**src/rtl/shf_pkg.sv**
```systemverilog
package shf_pkg;
  localparam int WORD_W = 16;
  localparam int CNT_W  = 6;
  localparam int OPC_W  = 10;
  localparam int INSN_W = OPC_W + CNT_W;
  localparam int STEP_W = CNT_W + 1;
  localparam logic [5:0] SHIFT_GROUP = 6'b010000;

  typedef enum logic [1:0] {
    KIND_LOG = 2'd0,
    KIND_ARI = 2'd1,
    KIND_ROT = 2'd2,
    KIND_BAD = 2'd3
  } shf_kind_e;

  typedef struct packed {
    logic      legal;
    logic      dbl;
    logic      left;
    shf_kind_e kind;
  } shf_op_t;

  typedef enum logic [1:0] {
    ST_IDLE = 2'd0,
    ST_RUN  = 2'd1,
    ST_FIN  = 2'd2
  } shf_state_e;
endpackage

```
**src/rtl/shf_decode.sv**
```systemverilog
module shf_decode
  import shf_pkg::*;
#(
  parameter int OW = OPC_W,
  parameter int CW = CNT_W,
  parameter int SW = CW + 1
) (
  input  logic [OW+CW-1:0] instr_i,
  output shf_op_t          op_o,
  output logic [SW-1:0]    steps_o
);
  localparam logic [SW-1:0] FULL = SW'(1) << CW;

  logic [OW-1:0] opc;
  logic [CW-1:0] fld;

  always_comb begin
    opc = instr_i[OW+CW-1:CW];
    fld = instr_i[CW-1:0];
    op_o.kind  = shf_kind_e'(opc[1:0]);
    op_o.dbl   = ~opc[2];
    op_o.left  = opc[3];
    op_o.legal = (opc[OW-1:4] == SHIFT_GROUP[OW-5:0]) && (opc[1:0] != 2'd3);
    // negated count: 64 - f, which wraps 0 to the full 64
    steps_o    = FULL - {1'b0, fld};
  end
endmodule

```
**src/rtl/shf_step.sv**
```systemverilog
module shf_step
  import shf_pkg::*;
#(
  parameter int W = WORD_W
) (
  input  logic [W-1:0] a_i,
  input  logic [W-1:0] b_i,
  input  logic         c_i,
  input  shf_op_t      op_i,
  output logic [W-1:0] a_o,
  output logic [W-1:0] b_o,
  output logic         c_o
);
  logic out_bit;
  logic fill;

  always_comb begin
    a_o = a_i;
    b_o = b_i;
    if (!op_i.left) begin
      out_bit = op_i.dbl ? b_i[0] : a_i[0];
      case (op_i.kind)
        KIND_ARI: fill = a_i[W-1];
        KIND_ROT: fill = out_bit;
        default:  fill = 1'b0;
      endcase
      if (op_i.dbl) {a_o, b_o} = {fill, a_i, b_i[W-1:1]};
      else          a_o = {fill, a_i[W-1:1]};
    end else begin
      out_bit = a_i[W-1];
      fill    = (op_i.kind == KIND_ROT) ? out_bit : 1'b0;
      if (op_i.dbl) {a_o, b_o} = {a_i[W-2:0], b_i, fill};
      else          a_o = {a_i[W-2:0], fill};
    end
    // arithmetic left keeps a sticky sign-change flag; all else take the bit out
    if (op_i.left && op_i.kind == KIND_ARI) c_o = c_i | (a_i[W-1] ^ a_i[W-2]);
    else                                    c_o = out_bit;
  end
endmodule

```
**src/rtl/shf_ctrl.sv**
```systemverilog
module shf_ctrl
  import shf_pkg::*;
#(
  parameter int SW = STEP_W
) (
  input  logic          clk,
  input  logic          rst_n,
  input  logic          start_i,
  input  logic          legal_i,
  input  logic [SW-1:0] steps_i,
  output logic          load_o,
  output logic          step_o,
  output logic          busy_o,
  output logic          done_o
);
  shf_state_e    st_q, st_d;
  logic [SW-1:0] rem_q, rem_d;
  logic          rem_en;

  always_comb begin
    st_d   = st_q;
    rem_d  = rem_q;
    load_o = 1'b0;
    step_o = 1'b0;
    case (st_q)
      ST_RUN: begin
        step_o = 1'b1;
        rem_d  = rem_q - 1'b1;
        if (rem_q == SW'(1)) st_d = ST_FIN;
      end
      default: begin
        if (start_i) begin
          load_o = 1'b1;
          if (legal_i) begin
            st_d  = ST_RUN;
            rem_d = steps_i;
          end else begin
            st_d = ST_FIN;
          end
        end else begin
          st_d = ST_IDLE;
        end
      end
    endcase
    rem_en = load_o | step_o;
  end

  always_ff @(posedge clk or negedge rst_n) begin
    if (!rst_n) st_q <= ST_IDLE;
    else        st_q <= st_d;
  end

  always_ff @(posedge clk or negedge rst_n) begin
    if (!rst_n)      rem_q <= '0;
    else if (rem_en) rem_q <= rem_d;
  end

  assign busy_o = (st_q == ST_RUN);
  assign done_o = (st_q == ST_FIN);

  assert_count_walk_R2: assert property (@(posedge clk) disable iff (!rst_n)
    (st_q == ST_RUN && rem_q > SW'(1)) |=> (st_q == ST_RUN && rem_q == $past(rem_q) - 1'b1));
  assert_bad_op_quick_R9: assert property (@(posedge clk) disable iff (!rst_n)
    (load_o && !legal_i) |=> done_o);
  assert_no_restart_R10: assert property (@(posedge clk) disable iff (!rst_n)
    busy_o |-> !load_o);
  assert_done_pulse_R11: assert property (@(posedge clk) disable iff (!rst_n)
    (done_o && !start_i) |=> !done_o);
endmodule

```
**src/rtl/ab_shift_unit.sv**
```systemverilog
module ab_shift_unit
  import shf_pkg::*;
#(
  parameter int W  = WORD_W,
  parameter int OW = OPC_W,
  parameter int CW = CNT_W
) (
  input  logic             clk,
  input  logic             rst_n,
  input  logic             start,
  input  logic [OW+CW-1:0] instr,
  input  logic [W-1:0]     a_in,
  input  logic [W-1:0]     b_in,
  input  logic             c_in,
  output logic             busy,
  output logic             done,
  output logic [W-1:0]     a_out,
  output logic [W-1:0]     b_out,
  output logic             c_out
);
  localparam int SW = CW + 1;

  shf_op_t       dec_op, op_q;
  logic [SW-1:0] dec_steps;
  logic          load, step;
  logic [W-1:0]  a_q, b_q, a_nx, b_nx, a_d, b_d;
  logic          c_q, c_nx, c_d, reg_en;

  shf_decode #(.OW(OW), .CW(CW), .SW(SW)) u_dec (
    .instr_i(instr), .op_o(dec_op), .steps_o(dec_steps)
  );

  shf_ctrl #(.SW(SW)) u_ctrl (
    .clk(clk), .rst_n(rst_n), .start_i(start), .legal_i(dec_op.legal),
    .steps_i(dec_steps), .load_o(load), .step_o(step), .busy_o(busy), .done_o(done)
  );

  shf_step #(.W(W)) u_step (
    .a_i(a_q), .b_i(b_q), .c_i(c_q), .op_i(op_q),
    .a_o(a_nx), .b_o(b_nx), .c_o(c_nx)
  );

  always_comb begin
    reg_en = load | step;
    if (load) begin
      a_d = a_in;
      b_d = b_in;
      c_d = (dec_op.legal && dec_op.left && dec_op.kind == KIND_ARI) ? 1'b0 : c_in;
    end else begin
      a_d = a_nx;
      b_d = b_nx;
      c_d = c_nx;
    end
  end

  always_ff @(posedge clk or negedge rst_n) begin
    if (!rst_n) begin
      a_q <= '0;
      b_q <= '0;
      c_q <= 1'b0;
    end else if (reg_en) begin
      a_q <= a_d;
      b_q <= b_d;
      c_q <= c_d;
    end
  end

  always_ff @(posedge clk or negedge rst_n) begin
    if (!rst_n)    op_q <= '0;
    else if (load) op_q <= dec_op;
  end

  assign a_out = a_q;
  assign b_out = b_q;
  assign c_out = c_q;

  assert_single_keeps_b_R3: assert property (@(posedge clk) disable iff (!rst_n)
    (busy && !op_q.dbl) |=> $stable(b_q));
  assert_ari_right_sign_R4: assert property (@(posedge clk) disable iff (!rst_n)
    (busy && !op_q.left && op_q.kind == KIND_ARI) |=> $stable(a_q[W-1]));
  assert_keep_op_R10: assert property (@(posedge clk) disable iff (!rst_n)
    busy |=> $stable(op_q));
  assert_hold_after_R11: assert property (@(posedge clk) disable iff (!rst_n)
    (done && !start) |=> ($stable(a_q) && $stable(b_q) && $stable(c_q)));
endmodule

```
**config.mk**
```make
export PLATFORM = sky130hd
export DESIGN_NAME = ab_shift_unit
export DESIGN_NICKNAME = d
export VERILOG_FILES = /design/src/rtl/shf_pkg.sv /design/src/rtl/shf_decode.sv /design/src/rtl/shf_step.sv /design/src/rtl/shf_ctrl.sv /design/src/rtl/ab_shift_unit.sv
export SDC_FILE = /design/constraint.sdc
export NUM_CORES = 1
export LEC_CHECK = 0
export BUFFER_PORTS_ARGS = -buffer_cell sky130_fd_sc_hd__buf_2
export CAP_MARGIN = 0
export CORE_UTILIZATION = 40
export CTS_BUF_LIST = sky130_fd_sc_hd__clkbuf_4 sky130_fd_sc_hd__clkbuf_8 sky130_fd_sc_hd__clkbuf_16
export DETAILED_ROUTE_END_ITERATION = 10
export PLACE_DENSITY = 0.65
export SETUP_SLACK_MARGIN = 0.15
export SYNTH_ARGS = -nofsm -noshare
export SYNTH_HDL_FRONTEND = slang
export SYNTH_SLANG_ARGS = --single-unit
```
**constraint.sdc**
```tcl
create_clock -name clk -period 1.85 [get_ports clk]
set_input_delay 0.37 -clock clk [delete_from_list [all_inputs] [get_ports clk]]
set_output_delay 0.37 -clock clk [all_outputs]
set_load 0.03 [all_outputs]
```
==> results by stage, run 1 <==
Critical path:
- In this run the worst path has a maximum fanout of 5.
- The largest stage delay on the critical path is 400 ps.
- The largest individual stage delay along the critical path comes from the cell sky130_fd_sc_hd__dfrtp_1.
- Walking the worst path, the cells encountered are nand2b_1 > inv_2 > buf_2.
- The nature of the critical path startpoint is a register.
- Broken down by cell family, the worst path's largest delay share belongs to flip-flops.
- Counting both buffers and inverters, the worst setup path holds a total of 2.
- STA classifies the critical path endpoint as a primary output.
- The category of the critical setup timing path is reg2out.
- For the worst setup path, the data arrival time is 1280 ps.
- For the worst setup path, the data required time is 1480 ps.

Clock network:
- The clock slew seen by the registers of the worst setup and hold paths is 90 ps.
- The number of clock sinks is 46.
- The number of hold buffers added after cts is 0.
- The clock network latency to the later pin of the worst-skew pair is 300 ps.
- The number of H-tree levels is 2.
- The cell at the root of the clock tree is sky130_fd_sc_hd__clkbuf_8.
- In this run the post-CTS setup repair buffer count came out at 1.
- TritonCTS built the clock tree.
- The post-CTS resize count is 0.
- The longest clock path from root to sink contains 2 buffers.
- The clock buffer count from CTS is 5.

Layout:
- The most common cell after layout, fill and taps aside is sky130_fd_sc_hd__buf_2.
- The finished layout holds 463 standard cells, fillers aside.
- The repair_antennas step left the layout with diodes totalling 0.
- In the layout the commonest cells are sky130_fd_sc_hd__buf_2 (86), sky130_fd_sc_hd__dfrtp_1 (45), sky130_fd_sc_hd__a21oi_1 (35).
- The final standard cell area without fillers is 0.00337 mm2.
- At the end of the flow the core is filled with cells to 0.522.
- Of the cells placed in the final design, the portion with a size suffix greater than 1 is 0.285.
- The signed area change from the synthesized netlist to the final layout is 24.2%.
- The total number of nets in the final design is 440.

Floorplanning:
- The core region is 0.00646 mm2.
- The I/O pin count is 87.
- The die is 84.4 um wide.
- The initial utilization of the core area, before any placement, comes to 0.420.
- The floorplan step set the die height to 84.4 um.
- The die area is 0.00712 mm2.
- The number of standard-cell rows in the floorplan is 29.

STA:
- The highest clock rate is 0.607 GHz.
- In this run the tightest slew margin relative to its limit is 0.689.
- The slew at the pin closest to its max-slew limit is 467 ps.
- The total count of max-transition violations in the final report is 0.
- Setup repair after global routing left no endpoint under its margin.
- The worst hold margin is 5.67 ps.
- The number of hold-slack violations in the final timing report is 0.
- Setup violations remaining at the end of the flow were counted as 0.
- Dividing the final minimum period by the clock period gives 0.890.
- The final sum of negative setup slack is 0 ps.
- The clock period minus worst slack is 1650 ps.
- The worst clock skew on the final layout is 6.90 ps.
- The worst path setup slack after routing is 203 ps.

Synthesis:
- The flip-flop cell with the highest count after synthesis is sky130_fd_sc_hd__dfrtp_1.
- The proportion of netlist area held by the largest area contributor is 0.424.
- Of all flip-flops after synthesis, the portion carrying an async set or reset was 1.00.
- The number of synthesized register bits is 46.
- The average size of a mapped cell is 8.99 um2.
- Counting flops with a built-in enable in the synthesized netlist gives 0.
- The number of distinct standard cells referenced by the synthesized netlist is 44.
- The total number of yosys warnings is 0.
- The post-synthesis cell area is 0.00271 mm2.
- The cell count after synthesis came out at 302.
- In the post-synthesis netlist, the biggest area contributors are sky130_fd_sc_hd__dfrtp_1 (42%), sky130_fd_sc_hd__mux2i_1 (11%), sky130_fd_sc_hd__a21oi_1 (6.5%).
- The fraction of the yosys area taken by sequential cells is 0.424.
- Counting every net in the synthesized netlist gives 357.
- The synthesized design spends more area on one cell type than any other, namely sky130_fd_sc_hd__dfrtp_1.

Placement:
- The instance count after placement with tap cells included is 454.
- In this run the tool buffered the top-level ports with 86 buffer cells.
- At the end of routability-driven placement, the weighted congestion stood at 0.831.
- The area of placed instances is 0.00325 mm2.
- The estimated wirelength of the detail-placed design is 4700 um.
- The worst slack at placement is 174 ps.

Power and ir drop:
- The power density over the cells is 818 mW/mm2.
- The total leakage power is 1.60 nW.
- The worst-case IR drop observed on VDD is 0.389 mV.
- The total power is 2.76 mW.

Route:
- The first detailed-routing pass took 8 iterations.
- The routed layout has 2,461 vias.
- The total length of routed wires is 6650 um.
- The residual antenna-violating net count after detailed routing is 0.
- The detailed router finished its first iteration with 137 violations.
- In the routed design, unresolved DRC markers number 8.
- Dividing the detail-routed via count by the number of cells gives 5.32.
- After detailed routing, the average wire length per cell comes to 14.4 um.

Min path:
- The path class of the lowest-slack min-delay path is in2async.

GRT:
- The number of global-route vias before repair is 2,242.
- The pin count of the biggest net entering global routing is 33.
- The wire length of the first global-routing pass is 11,000 um.
- The sum of overflow across all layers after global routing is 0.
- The combined global-route utilization of all metal layers is 0.192.
- The initial antenna violation count was 0.

Run status:
- The run finished, with violations left.
- The checks that failed: design-rule violations.

Run:
- The max-capacitance violation count is 0.
## worst register-to-register path, stage by stage (launching register included)
cell                       delay, ps
sky130_fd_sc_hd__dfrtp_1         400
sky130_fd_sc_hd__nand2b_1        260
sky130_fd_sc_hd__and2_1          230
sky130_fd_sc_hd__buf_4           180
sky130_fd_sc_hd__a221oi_1        280
sky130_fd_sc_hd__a211oi_1         80
## final cells by class
cell class	count	area, um2
Clock buffer	5	68.8
Clock inverter	3	40.0
Fill cell	610	3090
Inverter	6	22.5
Multi-Input combinational cell	228	1430
Sequential cell	46	1150
Tap cell	77	96.3
Timing Repair Buffer	98	558
## synthesized netlist by cell type (2+ instances only)
cell type,number
sky130_fd_sc_hd__a21oi_1,35
sky130_fd_sc_hd__o21ai_0,3
sky130_fd_sc_hd__xor2_1,2
sky130_fd_sc_hd__nor4_1,2
sky130_fd_sc_hd__nand3b_1,2
sky130_fd_sc_hd__buf_2,9
sky130_fd_sc_hd__and3_1,2
sky130_fd_sc_hd__nand4_1,3
sky130_fd_sc_hd__buf_6,2
sky130_fd_sc_hd__and2_1,2
sky130_fd_sc_hd__dfrtp_1,46
sky130_fd_sc_hd__nor2b_1,20
sky130_fd_sc_hd__a31oi_1,2
sky130_fd_sc_hd__a211oi_1,15
sky130_fd_sc_hd__o21ai_1,17
sky130_fd_sc_hd__clkbuf_1,8
sky130_fd_sc_hd__inv_1,5
sky130_fd_sc_hd__o211ai_1,2
sky130_fd_sc_hd__nand3_1,4
sky130_fd_sc_hd__o22ai_1,2
sky130_fd_sc_hd__o31ai_1,2
sky130_fd_sc_hd__xnor2_1,2
sky130_fd_sc_hd__buf_1,3
sky130_fd_sc_hd__nand2_1,33
sky130_fd_sc_hd__a311oi_1,2
sky130_fd_sc_hd__ha_1,3
sky130_fd_sc_hd__mux2i_1,31
sky130_fd_sc_hd__nor3b_1,2
sky130_fd_sc_hd__nor3_1,4
sky130_fd_sc_hd__nor2_1,23
## registers in the layout, indices dropped and copies added, names as in the netlist
| register | cells |
|---|---|
| b_out | 16 |
| u_ctrl.rem_q | 7 |
| c_out | 1 |
| u_ctrl.st_q | 2 |
| a_out | 16 |
| op_q | 4 |
## worst paths after layout
path,from,end,slack (ps),cells after the start
max,u_ctrl.st_q[1]$_DFFE_PN0P_,busy,200,3
max reg2reg,u_ctrl.st_q[1]$_DFFE_PN0P_,u_ctrl.rem_q[5]$_DFFE_PN0P_,320,5
min in group clk,instr[8],op_q[3]$_DFFE_PN0P_,240,2
min,rst_n,b_out[12]$_DFFE_PN0P_,6,1
min reg2reg,u_ctrl.rem_q[6]$_DFFE_PN0P_,u_ctrl.rem_q[6]$_DFFE_PN0P_,520,1
max in group asynchronous,rst_n,op_q[2]$_DFFE_PN0P_,1320,2
## layer usage
layer	GRT usage	routed length, um
met1	0.279	3240
met2	0.294	2960
met3	0.0403	449
met4	0.0478	0
met5	0	0
## cell families after synthesis
kind of cell | count (synthesis) | share of synthesized area
adder cells (fa/ha/maj) | 3 | 0.0138
flip-flops | 46 | 0.424
multiplexers | 31 | 0.114
XOR/XNOR | 4 | 0.0129
AO/OA/AOI/OAI | 89 | 0.200
AND/OR/NAND/NOR | 101 | 0.187
buffers and inverters | 28 | 0.0484
## where the power goes
| group | internal, mW | leakage [nW] | total [mW] | switching, mW |
|---|---|---|---|---|
| clock network | 0.398 | 0.0579 | 0.756 | 0.357 |
| logic | 0.295 | 0.993 | 0.714 | 0.419 |
| registers | 1.13 | 0.553 | 1.29 | 0.156 |
| total | 1.82 | 1.60 | 2.76 | 0.933 |
(Power assumes the default switching activity.)
==> run 2, diff against run 1 <==
--- a/config.mk
+++ b/config.mk
@@ -7,11 +7,12 @@
 export LEC_CHECK = 0
 export BUFFER_PORTS_ARGS = -buffer_cell sky130_fd_sc_hd__buf_2
 export CAP_MARGIN = 0
+export CORE_MARGIN = 8
 export CORE_UTILIZATION = 40
 export CTS_BUF_LIST = sky130_fd_sc_hd__clkbuf_4 sky130_fd_sc_hd__clkbuf_8 sky130_fd_sc_hd__clkbuf_16
 export DETAILED_ROUTE_END_ITERATION = 10
-export PLACE_DENSITY = 0.65
 export SETUP_SLACK_MARGIN = 0.15
 export SYNTH_ARGS = -nofsm -noshare
 export SYNTH_HDL_FRONTEND = slang
+export SYNTH_HIERARCHICAL = 1
 export SYNTH_SLANG_ARGS = --single-unit
==> results by stage, run 2 <==
Run status:
- The run finished with clean final reports.

STA:
- Dividing the final minimum period by the clock period gives 0.875.
- Setup violations remaining at the end of the flow were counted as 0.
- Headroom to the max-slew limit came out at 0.674.
- The worst path setup slack after routing is 232 ps.
- The clock period minus worst slack is 1620 ps.
- For the pin with the worst max-slew slack, the measured transition is 485 ps.
- The highest clock rate is 0.618 GHz.
- The number of hold-slack violations in the final timing report came to 0.
- Setup repair after global routing left no endpoint under its margin.
- The total count of max-transition violations in the final report is 0.
- The worst clock skew on the final layout is 8.05 ps.

Power and ir drop:
- For this design the static power due to leakage is 1.71 nW.
- The power density over the cells is 824 mW/mm2.
- Cell internal power was estimated by the tool at 2.08 mW.
- The switching portion of total power is 0.322.
- IR analysis of the VDD net gives a maximum drop of 0.319 mV.
- Of the total power, the clock network draws 0.300.
- The share of total power dissipated in combinational logic is 0.280.
- Of the total power, registers draw 0.420.
- The net switching power of the design is 987 uW.
- The design draws 3.07 mW.

Placement:
- Port buffering added 86 buffers.
- In this run the cell area measured after placement is 0.00355 mm2.
- The HPWL after detailed placement is 5510 um.
- The congestion estimate from routability-driven global placement came to 0.765.
- The worst slack at placement is -37.7 ps.

Route:
- After detailed routing, the total wire length is 7440 um.
- The total number of vias is 2,574.
- The detailed router's first-iteration violation count is 64.
- The detailed-route wire length per cell is 14.9 um.
- The count of nets left with antenna violations once routing finished came out at 0.
- The remaining design rule violation count is 0.
- The number of detailed-routing iterations run before antenna repair is 4.
- The via count normalized by instance count is 5.17.

Critical path:
- The worst setup path is captured at a primary output.
- Of all nets on the critical path, the largest fanout is 3.
- The setup slack on the worst flop-to-flop path is 270 ps.
- The critical path is of the reg2out type.
- The critical path data arrival time is 1250 ps.
- For the worst setup path, the data required time is 1480 ps.
- The worst setup path is launched from a register.

GRT:
- The initial antenna violation count is 0.
- For this run the aggregate overflow at the end of global routing stands at 0.
- The number of global-route vias before repair was 2,583.
- The wire length of the first global-routing pass is 12,700 um.
- The pin count of the biggest net entering global routing is 43.
- The combined global-route utilization of all metal layers is 0.138.

Layout:
- Compared with the post-synthesis result, the final layout area differs by 19.9%.
- Of the cells placed in the final design, the portion with a size suffix greater than 1 is 0.343.
- Summing all non-filler instances in the final layout gives an area of 0.00372 mm2.
- The number of filler cells placed in the layout is 768.
- The most common cell after layout, fill and taps aside is sky130_fd_sc_hd__buf_2.
- In the final design database the tool counted 452 nets.
- In the layout the commonest cells are sky130_fd_sc_hd__buf_2 (85), sky130_fd_sc_hd__mux2i_1 (49), sky130_fd_sc_hd__dfrtp_1 (45).
- The repair_antennas step left the layout with diodes totalling 0.

Synthesis:
- The Yosys step of the flow raised 6 warnings.
- The post-synthesis cell area is 0.00311 mm2.
- The count of mapped cells out of synthesis is 316.
- The average size of a mapped cell is 9.83 um2.
- The net count of the mapped netlist is 373.

Clock network:
- In this run the clock root is driven by a sky130_fd_sc_hd__clkbuf_8.
- Counting along the longest clock path gives a buffer depth of 2.
- CTS built an H-tree with a depth of 2.
- After clock tree synthesis, the clock-pin slew on the worst setup and hold paths is 80 ps.
- The clock network latency to the later pin of the worst-skew pair is 300 ps.
- The clock buffer count from CTS is 5.
- TritonCTS built the clock tree.
- The number of clock sinks is 46.

Floorplanning:
- The area of the placeable core is 0.00761 mm2.
- The die area is 0.0108 mm2.
- The horizontal die dimension is 104 um.
- 87 I/O pins were placed.
- The floorplan has 32 rows.
- In this run the vertical extent of the chip is 104 um.
- For this configuration, the core starts out at a cell density of 0.408.

Min path:
- The path class of the lowest-slack min-delay path is in2async.

Run:
- The tool flagged a number of max-cap violations equal to 0.
run 2: final cells by class:
type / count / area (um2) / area share
timing repair buffer: 99 / 581 / 0.156
clock inverter: 2 / 60.1 / 0.0161
tap: 102 / 128 / 0.0343
clock buffer: 6 / 82.6 / 0.0222
sequential: 46 / 1150 / 0.309
multi-input combinational: 234 / 1670 / 0.449
inverter: 9 / 47.5 / 0.0128
run 2: what timing repair did:
item                                    4_1_cts  5_1_grt
hold buffers                                  0        0
resized for setup                             2        0
endpoints found under the setup margin        1        0
setup buffers                                 3        0
run 2: path summary, 6_finish.rpt:
kind,cells past startpoint,end,start
worst min register to register,1,u_ctrl/rem_q[5]$_DFFE_PN0P_,u_ctrl/rem_q[5]$_DFFE_PN0P_
worst max-delay path,3,busy,u_ctrl/st_q[1]$_DFFE_PN0P_
max in group asynchronous,2,b_out[12]$_DFFE_PN0P_,rst_n
worst min-delay path,1,op_q[0]$_DFFE_PN0P_,rst_n
min in group clk,3,a_out[0]$_DFFE_PN0P_,a_in[0]
worst max register to register,5,u_ctrl/rem_q[3]$_DFFE_PN0P_,u_ctrl/st_q[1]$_DFFE_PN0P_
run 2: critical path, cell delays in order, from the launching register on:
cell and delay, ps:
sky130_fd_sc_hd__dfrtp_1 420, sky130_fd_sc_hd__nand2b_1 190, sky130_fd_sc_hd__bufinv_8 200, sky130_fd_sc_hd__buf_4 150
run 2: layer usage:
layer  track usage  wire length [um]  vias to the layer above
li1              -                 -                     1265
met5             0                 0                        -
met4        0.0393                75                        0
met1         0.175              3440                     1243
met3        0.0322               317                        6
met2         0.228              3610                       60
run 2: stage by stage:
step	setup TNS, ps	std cells	utilization	hold WS [ps]
6_report	0	498	0.490	15.3
3_5_place_dp	-62.7	487	0.466	342
3_3_place_gp	-31.3	487	0.466	346
4_1_cts	0	498	0.490	14.0
5_1_grt	0	498	0.490	29.0
2_1_floorplan	0	316	-	74.4
run 2: power by group through the flow:
stage	sequential (mW)	combinational (mW)	clock, mW
floorplan	1.40	0.508	0
global placement	1.30	0.847	0
detailed placement	1.31	0.864	0
CTS	1.29	0.869	0.953
global route	1.32	0.951	0.991
finish	1.29	0.859	0.921
